## src/rtl/specReplayPkg.sv

```systemverilog
package specReplayPkg;

  typedef enum logic [1:0] {
    KIND_OTHER = 2'd0,
    KIND_START = 2'd1,
    KIND_END   = 2'd2,
    KIND_RSVD  = 2'd3
  } retireKind_t;

  // strobes from control to datapath, at most one set per cycle
  typedef struct packed {
    logic openRegion;   // load target, enable all lanes, clear needs
    logic accumulate;   // needs <= merged
    logic replayPass;   // active <= merged, needs <= 0
    logic closeRegion;  // active <= all ones, needs <= 0
  } dpCtl_t;

endpackage

```

## src/rtl/specReplayDp.sv

```systemverilog
module specReplayDp
  import specReplayPkg::*;
#(
  parameter int LANES = 8,
  parameter int PC_W  = 32
) (
  input  logic             clk,
  input  logic             rstN,
  input  dpCtl_t           ctl,
  input  logic [PC_W-1:0]  startPc,
  input  logic             violValid,
  input  logic [LANES-1:0] violLanes,
  output logic [PC_W-1:0]  replayPc,
  output logic [LANES-1:0] activeLanes,
  output logic             passClean
);

  logic [LANES-1:0] needsQ;
  logic [LANES-1:0] mergedNeeds;

  // replay target register
  always_ff @(posedge clk) begin
    if (!rstN)               replayPc <= '0;
    else if (ctl.openRegion) replayPc <= startPc;
  end

  // per-lane needs and active flags
  for (genvar g = 0; g < LANES; g++) begin : g_lane
    logic hit;
    assign hit = violValid && violLanes[g] && activeLanes[g];
    assign mergedNeeds[g] = needsQ[g] | hit;

    always_ff @(posedge clk) begin
      if (!rstN) begin
        needsQ[g]      <= 1'b0;
        activeLanes[g] <= 1'b1;
      end else if (ctl.openRegion) begin
        needsQ[g]      <= 1'b0;
        activeLanes[g] <= 1'b1;
      end else if (ctl.replayPass) begin
        needsQ[g]      <= 1'b0;
        activeLanes[g] <= mergedNeeds[g];
      end else if (ctl.closeRegion) begin
        needsQ[g]      <= 1'b0;
        activeLanes[g] <= 1'b1;
      end else if (ctl.accumulate) begin
        needsQ[g]      <= mergedNeeds[g];
      end
    end
  end

  assign passClean = (mergedNeeds == '0);

endmodule

```

## src/rtl/specReplayCtrl.sv

```systemverilog
module specReplayCtrl
  import specReplayPkg::*;
(
  input  logic       clk,
  input  logic       rstN,
  input  logic       retireValid,
  input  logic [1:0] retireKind,
  input  logic       passClean,
  output dpCtl_t     ctl,
  output logic       regionOpen,
  output logic       redirectValid,
  output logic       commitStb,
  output logic       squashStb,
  output logic       nestErr
);

  typedef enum logic {ST_IDLE, ST_RUN} state_t;

  state_t      stateQ, stateD;
  retireKind_t kind;
  logic        isStart, isEnd, nestHit;

  assign kind    = retireKind_t'(retireKind);
  assign isStart = retireValid && (kind == KIND_START);
  assign isEnd   = retireValid && (kind == KIND_END);

  always_comb begin
    ctl     = '0;
    stateD  = stateQ;
    nestHit = 1'b0;
    case (stateQ)
      ST_IDLE: begin
        if (isStart) begin
          ctl.openRegion = 1'b1;
          stateD         = ST_RUN;
        end
      end
      ST_RUN: begin
        if (isEnd) begin
          if (passClean) begin
            ctl.closeRegion = 1'b1;
            stateD          = ST_IDLE;
          end else begin
            ctl.replayPass = 1'b1;
          end
        end else begin
          ctl.accumulate = 1'b1;
          nestHit        = isStart;
        end
      end
      default: stateD = ST_IDLE;
    endcase
  end

  always_ff @(posedge clk) begin
    if (!rstN) begin
      stateQ        <= ST_IDLE;
      redirectValid <= 1'b0;
      squashStb     <= 1'b0;
      commitStb     <= 1'b0;
      nestErr       <= 1'b0;
    end else begin
      stateQ        <= stateD;
      redirectValid <= ctl.replayPass;
      squashStb     <= ctl.replayPass;
      commitStb     <= ctl.closeRegion;
      nestErr       <= nestErr | nestHit;
    end
  end

  assign regionOpen = (stateQ == ST_RUN);

endmodule

```

## src/rtl/specReplayCtl.sv

```systemverilog
module specReplayCtl
  import specReplayPkg::*;
#(
  parameter int LANES = 8,
  parameter int PC_W  = 32
) (
  input  logic             clk,
  input  logic             rstN,
  input  logic             retireValid,
  input  logic [1:0]       retireKind,
  input  logic [PC_W-1:0]  retirePc,
  input  logic             violValid,
  input  logic [LANES-1:0] violLanes,
  output logic             storeHold,
  output logic [LANES-1:0] activeLanes,
  output logic             redirectValid,
  output logic [PC_W-1:0]  redirectPc,
  output logic             commitStb,
  output logic             squashStb,
  output logic             nestErr
);

  dpCtl_t ctl;
  logic   passClean;

  specReplayCtrl u_ctrl (
    .clk           (clk),
    .rstN          (rstN),
    .retireValid   (retireValid),
    .retireKind    (retireKind),
    .passClean     (passClean),
    .ctl           (ctl),
    .regionOpen    (storeHold),
    .redirectValid (redirectValid),
    .commitStb     (commitStb),
    .squashStb     (squashStb),
    .nestErr       (nestErr)
  );

  specReplayDp #(.LANES(LANES), .PC_W(PC_W)) u_dp (
    .clk         (clk),
    .rstN        (rstN),
    .ctl         (ctl),
    .startPc     (retirePc),
    .violValid   (violValid),
    .violLanes   (violLanes),
    .replayPc    (redirectPc),
    .activeLanes (activeLanes),
    .passClean   (passClean)
  );

endmodule

```

## config.mk

```make
export PLATFORM = sky130hd
export DESIGN_NAME = specReplayCtl
export DESIGN_NICKNAME = d
export VERILOG_FILES = /design/src/rtl/specReplayPkg.sv /design/src/rtl/specReplayDp.sv /design/src/rtl/specReplayCtrl.sv /design/src/rtl/specReplayCtl.sv
export SDC_FILE = /design/constraint.sdc
export NUM_CORES = 1
export LEC_CHECK = 0
export BUFFER_PORTS_ARGS = -buffer_cell sky130_fd_sc_hd__buf_4
export CORE_MARGIN = 4
export CORE_UTILIZATION = 50
export CTS_CLUSTER_SIZE = 28
export DETAILED_ROUTE_END_ITERATION = 10
export GPL_TIMING_DRIVEN = 0
export PLACE_DENSITY = 0.83
export RECOVER_POWER = 50
export SYNTH_ARGS = -nofsm -noshare
export SYNTH_HDL_FRONTEND = slang
export SYNTH_SLANG_ARGS = --single-unit
```

## constraint.sdc

```tcl
create_clock -name clk -period 3.15 [get_ports clk]
set_clock_uncertainty 0.15 [all_clocks]
set_input_delay 0.63 -clock clk [delete_from_list [all_inputs] [get_ports clk]]
set_output_delay 0.63 -clock clk [all_outputs]
set_load 0.02 [all_outputs]
```

==> summary.txt, run 1 <==
Vias in the first global route: 1700
CP endpoint kind: flop
Mapped Cells: 230
Core area: 3799 µm²
F_max: 0.5133 GHz
Slew HR: 61.19%
CTS tree: built
Logic pwr share: 12.6%
Area Growth Syn to Fin: 31.77%
Routed WL: 4748 µm
Post-route DRC violation count: 0
Synth cell types: 28
Initial Utilization: 53.49%
DRT iter0 DRCs: 81
DIE HEIGHT: 71.75 µm
CP Class: primary input to flop
Total of max-cap violations: 0
Critical Path AT: 2.04 ns
Die Span X: 71.75 µm
# hold bufs at CTS: 0
IR drop worst, VDD: 0.0003633 V
Routed len/inst: 12.66 µm
DRT Pass-1 Iters: 4
Worst-Margin Slew: 0.5802 ns
Critical-path top delay cell: o41ai_4
Leak pwr: 1.086 nW
Hold_ws: 0.3073 ns
Clock Latency Late Sink: 0.29 ns
Clk root buf: clkbuf_8
Met3 Resource Use GR: 6.872%
Vias per cell: 4.989
Total grt overflow: 0
RePlAce Congestion: 0.7364
Worst EP required: 3.24 ns
Cells along the critical path: buf_4 -> a31oi_1 -> nand2_1 -> o41ai_4 -> o32a_2
First-pass GRT wire length: 7659 µm
Pins Over Slew Limit: 0
Final min period: 1.948 ns
Internal power: 0.0009247 W
Port-buffer cells: 89
Most common flop cell mapped by yosys: dfxtp_1
Yosys warning count: 0
DIE AREA: 5148 µm²
Dpl cell area: 2760 µm²
Syn Nets: 276
Clk network pwr share: 30.9%
TritonCTS Buffers: 5
Mapped Area: 2032 µm²
Diodes inserted: 0
Seq/Total Area, Yosys: 51.23%
Final setup violating endpoints: 0
Share of power burned in registers: 56.5%
Async SR Flop Fraction: 0%
Cell Pwr Density: 451.5 nW/µm²
DP HPWL: 3631 µm
Top Ports: 91
Largest net degree at the start of global routing: 15
Max clock buf depth: 2
Clock net sink count: 52
Startpoint types: primary input
Initial antenna violation count: 0
Site Rows: 22
H-tree levels: 2
Tot GR Track Use: 18.46%
Crit-path max cell delay: 0.64 ns
Number of nets in the layout: 372
Vias post-DR: 1871
Post-CTS sizing: 0
Worst min-delay path class: flop to flop
Post-CTS setup buffers: 0
Switching Fraction: 23.52%
Fin Setup TNS: 0 ns
Post-synth EDFFs: 0
Antenna Nets Post-Route: 0
Grt met1 use: 23.58%
Clk pin slew, worst setup/hold paths: 0.08 ns
RSZ-0062 raised after global routing: no
Tcrit/Tclk final: 61.85%
Final instance area: 2678 µm²
Avg Inst Size Synth: 8.835 µm²
Busiest layer in global routing: met2
Share of cells above drive strength 1: 18.96%
Psw: 0.0002843 W
Total power: 0.001209 W
Worst-path fanout max: 9
Hold Vio Cnt, Final: 0
GR Layer Usage met2: 28.98%
Status: finished, final reports clean
#FFs+latches synth: 52
[cell type report]
| cell class | count | area [µm²] |
|---|---|---|
| fillers | 358 | 1121 |
| flip-flops and latches | 52 | 1041 |
| multi-input cells | 160 | 907.1 |
| repair buffers | 89 | 495.5 |
| clock buffers | 8 | 90.09 |
| plain buffers | 15 | 72.57 |
| well taps | 48 | 60.06 |
| inverters | 3 | 11.26 |
[critical path: cells and delay by family]
family / cells / cell delay [ns]
AO/OA/AOI/OAI: 3 / 1.12
AND/OR/NAND/NOR: 1 / 0.16
buffers and inverters: 1 / 0.13
[cells in the mapped netlist, types with 2 or more instances]
cell type | number | share of area [%]
a31oi_1 | 6 | 1.8
a21boi_0 | 28 | 10
and2_1 | 2 | 0.62
inv_1 | 3 | 0.55
a31o_2 | 2 | 0.86
and3b_1 | 3 | 1.3
buf_2 | 4 | 0.99
nor2b_1 | 2 | 0.62
and3_1 | 5 | 1.5
o21ai_0 | 2 | 0.49
o21a_1 | 8 | 3.0
clkbuf_1 | 8 | 1.5
dfxtp_1 | 52 | 51
o22a_1 | 4 | 1.7
o32a_2 | 4 | 2.2
a21boi_1 | 4 | 1.5
nand2_1 | 74 | 14
a21oi_1 | 2 | 0.49
nor2_1 | 8 | 1.5
[per-layer routing]
metal,wire [µm],vias up
li1,-,963
met1,2027,853
met2,2303,53
met3,395,2
met4,22,0
met5,0,-
[sequential cells by signal, summed over array words and instances, names as in the netlist]
register / cells
u_dp.activeLanes: 8
u_dp.replayPc: 32
u_ctrl.nestErr: 1
u_ctrl.commitStb: 1
u_ctrl.redirectValid: 1
u_dp.needsQ: 8
u_ctrl.regionOpen: 1
[final timing paths]
path,slack [ns],endpoint,from,cells after the start
worst min-delay path,0.31,u_dp.replayPc[4],u_dp.replayPc[4],2
worst min register to register,0.31,u_dp.replayPc[4],u_dp.replayPc[4],2
worst max register to register,1.36,u_dp.activeLanes[6],u_dp.activeLanes[2],4
worst max-delay path,1.20,u_dp.activeLanes[6],violValid,5
[through the flow]
step	utilization, %	setup slack, ns	cells
detailed placement	72.66	0.9030	367
finish	70.49	1.202	375
floorplan	-	1.297	230
global route	70.49	1.089	375
CTS	75.03	1.208	375
global placement	72.66	0.8910	367
[layout by cell type (no fill, tap or decap), types with 4 or more instances in the layout]
master    count
a21boi_0     28
a21boi_1      4
a31oi_1       6
and3_1        5
buf_2         4
buf_4        44
clkbuf_1     56
clkbuf_8      6
dfxtp_1      52
nand2_1      74
nor2_1        8
o21a_1        8
o22a_1        4
o32a_2        4
[cells by family (layout without fill, tap and decap cells)]
kind of cell           Yosys count  in the layout  synth area share, %
and+or+nand+nor                 99             99                20.88
AOI/OAI and AO/OA               61             61                23.77
buffers and inverters           18            115                4.126
DFF                             52             52                51.23
[power groups by stage]
stage	registers, W	clock network (W)	logic [W]
after global routing	0.000686	0.000422	0.000168
after floorplan	0.000717	0	0.0000625
after CTS	0.000684	0.000389	0.000166
after detailed placement	0.000699	0	0.000166
after global placement	0.000698	0	0.000163
final	0.000683	0.000374	0.000152
No activity file was read; power rests on OpenSTA's default activity.
==> inputs of run 2 (changes only) <==
Settings changed: CORE_UTILIZATION 50 to 46, PLACE_DENSITY 0.83 to 0.77.
Clock period 3.15 ns to 1.8 ns, I/O delays scaled along.
==> summary.txt, run 2 (synthesis gave the netlist of run 1 again) <==
Share of cells above drive strength 1: 21.28%
Worst min-delay path class: primary input to flop
Worst-path fanout max: 8
Fin Setup TNS: 0 ns
Dpl ws: -0.1904 ns
Biggest register: u_dp.replayPc
Busiest layer in global routing: met2
Diodes inserted: 0
Dpl cell area: 2763 µm²
RePlAce Congestion: 0.7704
Tcrit/Tclk final: 93.26%
Clk root buf: clkbuf_8
Clk pin slew, worst setup/hold paths: 0.09 ns
Worst R2R Setup Slack: 0.12 ns
Cell Pwr Density: 847.1 nW/µm²
Post-route DRC violation count: 0
Hold Vio Cnt, Final: 0
Max reg flops: 32
Final min period: 1.679 ns
CP Class: flop to flop
CP endpoint kind: flop
Startpoint types: flop
Clock Latency Late Sink: 0.30 ns
Worst EP required: 1.84 ns
Final instance area: 2739 µm²
Total of max-cap violations: 0
DIE AREA: 5544 µm²
GR Layer Usage met2: 29.27%
Routed WL: 4909 µm
Area Growth Syn to Fin: 34.79%
RSZ-0062 raised after global routing: no
Initial Utilization: 49.03%
Pins Over Slew Limit: 0
Cells after DPL: 369
Site Rows: 23
CTS tree: built
Vias per cell: 4.968
TritonCTS Buffers: 5
H-tree levels: 2
Largest net degree at the start of global routing: 16
Number of nets in the layout: 374
Grt met1 use: 21.70%
Final Non-Filler Cells: 379
Vias post-DR: 1883
First-pass GRT wire length: 7617 µm
Status: finished, final reports clean
Antenna Nets Post-Route: 0
Leak pwr: 1.125 nW
DP HPWL: 3641 µm
Total grt overflow: 0
IR drop worst, VDD: 0.0005542 V
Clock net sink count: 52
Max clock buf depth: 2
Top Ports: 91
Core area: 4144 µm²
Worst-Margin Slew: 0.3740 ns
F_max: 0.5957 GHz
Tot GR Track Use: 17.64%
Biggest regs: u_dp.replayPc (32), u_dp.activeLanes (8), u_dp.needsQ (8)
Final setup margin: 0.1213 ns
DRT iter0 DRCs: 74
Routed len/inst: 12.95 µm
Initial antenna violation count: 0
Final setup violating endpoints: 0
Met3 Resource Use GR: 4.595%
Slew HR: 75.07%
Port-buffer cells: 89
Most common cell after layout, fill and taps aside: nand2_1
DIE HEIGHT: 74.46 µm
Most frequent cells in the layout: nand2_1 (74), dfxtp_1 (52), clkbuf_1 (51), buf_4 (47), a21boi_0 (28)
Vias in the first global route: 1725
DRT Pass-1 Iters: 4
Die Span X: 74.46 µm
Critical Path AT: 1.72 ns
run 2: area by class of cell:
type / count / area (µm²)
sequential: 52 / 1041
timing repair buffer: 91 / 514.2
tap: 50 / 62.56
fill: 427 / 1405
clock buffer: 7 / 96.34
buffer: 15 / 76.32
inverter: 3 / 11.26
multi-input combinational: 160 / 907.1
clock inverter: 1 / 30.03
run 2: what timing repair did:
item,in CTS,in global routing
endpoints found under the setup margin,0,35
hold buffers,0,0
resized for setup,0,5
setup buffers,0,2
run 2: path summary, 6_finish.rpt:
check,start,to,cells past startpoint
worst max-delay path,u_ctrl.regionOpen,u_dp.activeLanes[7],5
worst min-delay path,retirePc[3],u_dp.replayPc[3],3
worst max register to register,u_ctrl.regionOpen,u_dp.activeLanes[7],5
worst min register to register,u_dp.replayPc[3],u_dp.replayPc[3],2
run 2: through the flow:
stage | util, % | power [W] | hold slack [ns]
after floorplan | - | 0.001365 | 0.2909
after global placement | 66.67 | 0.001511 | 0.2911
after detailed placement | 66.67 | 0.001516 | 0.2968
after CTS | 69.72 | 0.002361 | 0.1432
after global routing | 66.09 | 0.002412 | 0.1476
final | 66.09 | 0.002320 | 0.1526
run 2: report_power, final:
part / internal, W / switching [W] / leakage [nW]
Sequential: 0.00118 / 0.0000154 / 0.422
Clock: 0.000491 / 0.000365 / 0.0645
Combinational: 0.000126 / 0.000143 / 0.639
run 2: worst max-delay path, cell delays in order (launching register included):
cell	delay, ns
dfxtp_1	0.32
clkbuf_1	0.16
and3b_1	0.21
o21ai_0	0.21
nand2_1	0.25
o22a_1	0.27
run 2: layer usage:
layer | vias to the layer above | part of all wire [%]
met5 | - | 0
met4 | 0 | 1.9
met3 | 9 | 7.4
met2 | 56 | 48
met1 | 849 | 43
li1 | 969 | -
==> inputs of run 3 (changes only) <==
Settings changed: CORE_MARGIN 4 to unset.
==> summary.txt, run 3 (synthesis gave the netlist of run 1 again) <==
H-tree levels: 2
Worst EP required: 1.90 ns
Initial antenna violation count: 0
Share of cells above drive strength 1: 22.02%
FILL cells: 407
Register-to-Register Path Depth: 4
Critical Path AT: 1.80 ns
Critical-path top delay cell: o41ai_4
Cells after DPL: 369
Clk pin slew, worst setup/hold paths: 0.10 ns
Clock net sink count: 52
Post-route DRC violation count: 0
Max reg flops: 32
Vias post-DR: 1873
Routed WL: 4728 µm
Final instance area: 2706 µm²
Cell Pwr Density: 799.2 nW/µm²
Worst min-delay path class: primary input to flop
DIE HEIGHT: 68.46 µm
DRT Pass-1 Iters: 4
# hold bufs at CTS: 0
Most frequent cells in the layout: nand2_1 (73), dfxtp_1 (52), clkbuf_1 (48), buf_4 (47), a21boi_0 (28)
Pins Over Slew Limit: 0
Area Growth Syn to Fin: 33.19%
DRT iter0 DRCs: 82
Crit-path max cell delay: 0.59 ns
Largest net degree at the start of global routing: 17
Total grt overflow: 0
Final Non-Filler Cells: 377
Worst-path fanout max: 9
Top Ports: 91
Diodes inserted: 0
DIE AREA: 4687 µm²
Worst-Margin Slew: 0.5983 ns
Dpl cell area: 2763 µm²
Port-buffer cells: 89
CTS tree: built
Cells along the critical path: a31oi_1 -> nand2_1 -> o41ai_4 -> o32a_2
Site Rows: 23
Antenna Nets Post-Route: 0
Initial Utilization: 49.38%
RSZ-0062 raised after global routing: no
Most common cell after layout, fill and taps aside: nand2_1
Core area: 4115 µm²
First-pass GRT wire length: 7017 µm
Total power: 0.002163 W
Tot GR Track Use: 20.19%
Biggest register: u_dp.replayPc
Hold path depth: 3
Number of nets in the layout: 372
Vias in the first global route: 1624
Total of max-cap violations: 0
DP HPWL: 3475 µm
Startpoint types: flop
IR drop worst, VDD: 0.0006142 V
TritonCTS Buffers: 5
Final setup violating endpoints: 0
Die Span X: 68.46 µm
Routed len/inst: 12.54 µm
Final min period: 1.693 ns
Hold Vio Cnt, Final: 0
CP Class: flop to flop
RePlAce Congestion: 0.7025
Clk root buf: clkbuf_8
Clock Latency Late Sink: 0.30 ns
CP endpoint kind: flop
Slew HR: 59.98%
F_max: 0.5905 GHz
Tcrit/Tclk final: 94.08%
Status: finished, final reports clean
Biggest regs: u_dp.replayPc (32), u_dp.activeLanes (8), u_dp.needsQ (8)
Max clock buf depth: 2
Leak pwr: 1.106 nW
Vias per cell: 4.968
## run 3: cell types whose count changed in the layout (fill, tap and decap cells not counted)
cell	before	now
nand2_2	0	1
clkbuf_2	3	4
bufinv_16	1	0
clkinvlp_4	0	2
nand2_1	74	73
clkbuf_1	51	48
clkbuf_8	7	6
## run 3: final timing paths
kind / startpoint / endpoint / slack, ns
worst max-delay path: u_dp.activeLanes[5] / u_dp.activeLanes[0] / 0.11
worst min-delay path: retirePc[17] / u_dp.replayPc[17] / 0.14
worst max register to register: u_dp.activeLanes[5] / u_dp.activeLanes[0] / 0.11
worst min register to register: u_dp.replayPc[4] / u_dp.replayPc[4] / 0.31
## run 3: per-stage QoR
step                setup slack [ns]  utilization [%]  hold slack [ns]  setup TNS (ns)
floorplan                     0.2050                -           0.2909               0
global placement             -0.1990            67.13           0.2922          -1.540
detailed placement           -0.2087            67.13           0.2965          -1.704
CTS                         0.009766            69.50           0.1378               0
global route                0.003000            65.76           0.1328               0
finish                        0.1066            65.76           0.1449               0
## run 3: report_power, final
part | leakage [nW] | switching [W] | internal, W
clock | 0.0434 | 0.000386 | 0.000312
sequential | 0.422 | 0.0000154 | 0.00118
combinational | 0.641 | 0.000143 | 0.000127
total | 1.11 | 0.000544 | 0.00162
## run 3: area by class of cell
class / count / area (µm²) / share of cell area [%]
Clock buffer: 6 / 82.58 / 3.051
Buffer: 15 / 77.57 / 2.866
Timing Repair Buffer: 89 / 506.7 / 18.72
Tap cell: 50 / 62.56 / 2.312
Clock inverter: 2 / 15.01 / 0.5548
Inverter: 3 / 11.26 / 0.4161
Multi-Input combinational cell: 160 / 909.6 / 33.61
Sequential cell: 52 / 1041 / 38.47
## run 3: layer usage
metal  routed length (µm)  up-vias  part of all wire, %  GRT usage [%]
met2                 2268       59                   48          33.95
met4                   75        0                  1.6          8.594
met5                    0        -                    0              0
met1                 2109      842                   45          23.60
met3                  274        7                  5.8          6.000
li1                     -      965                    -              -
## run 3: worst max-delay path: cells and delay by family (launching register included)
kind            cells  cell delay, ns
compound gates      3            1.00
flops               1            0.34
simple gates        1            0.15
## run 3: what timing repair did
action / 4_1_cts / 5_1_grt
buffers inserted: 0 / 0
resized for setup: 0 / 8
setup endpoints to repair: 0 / 38
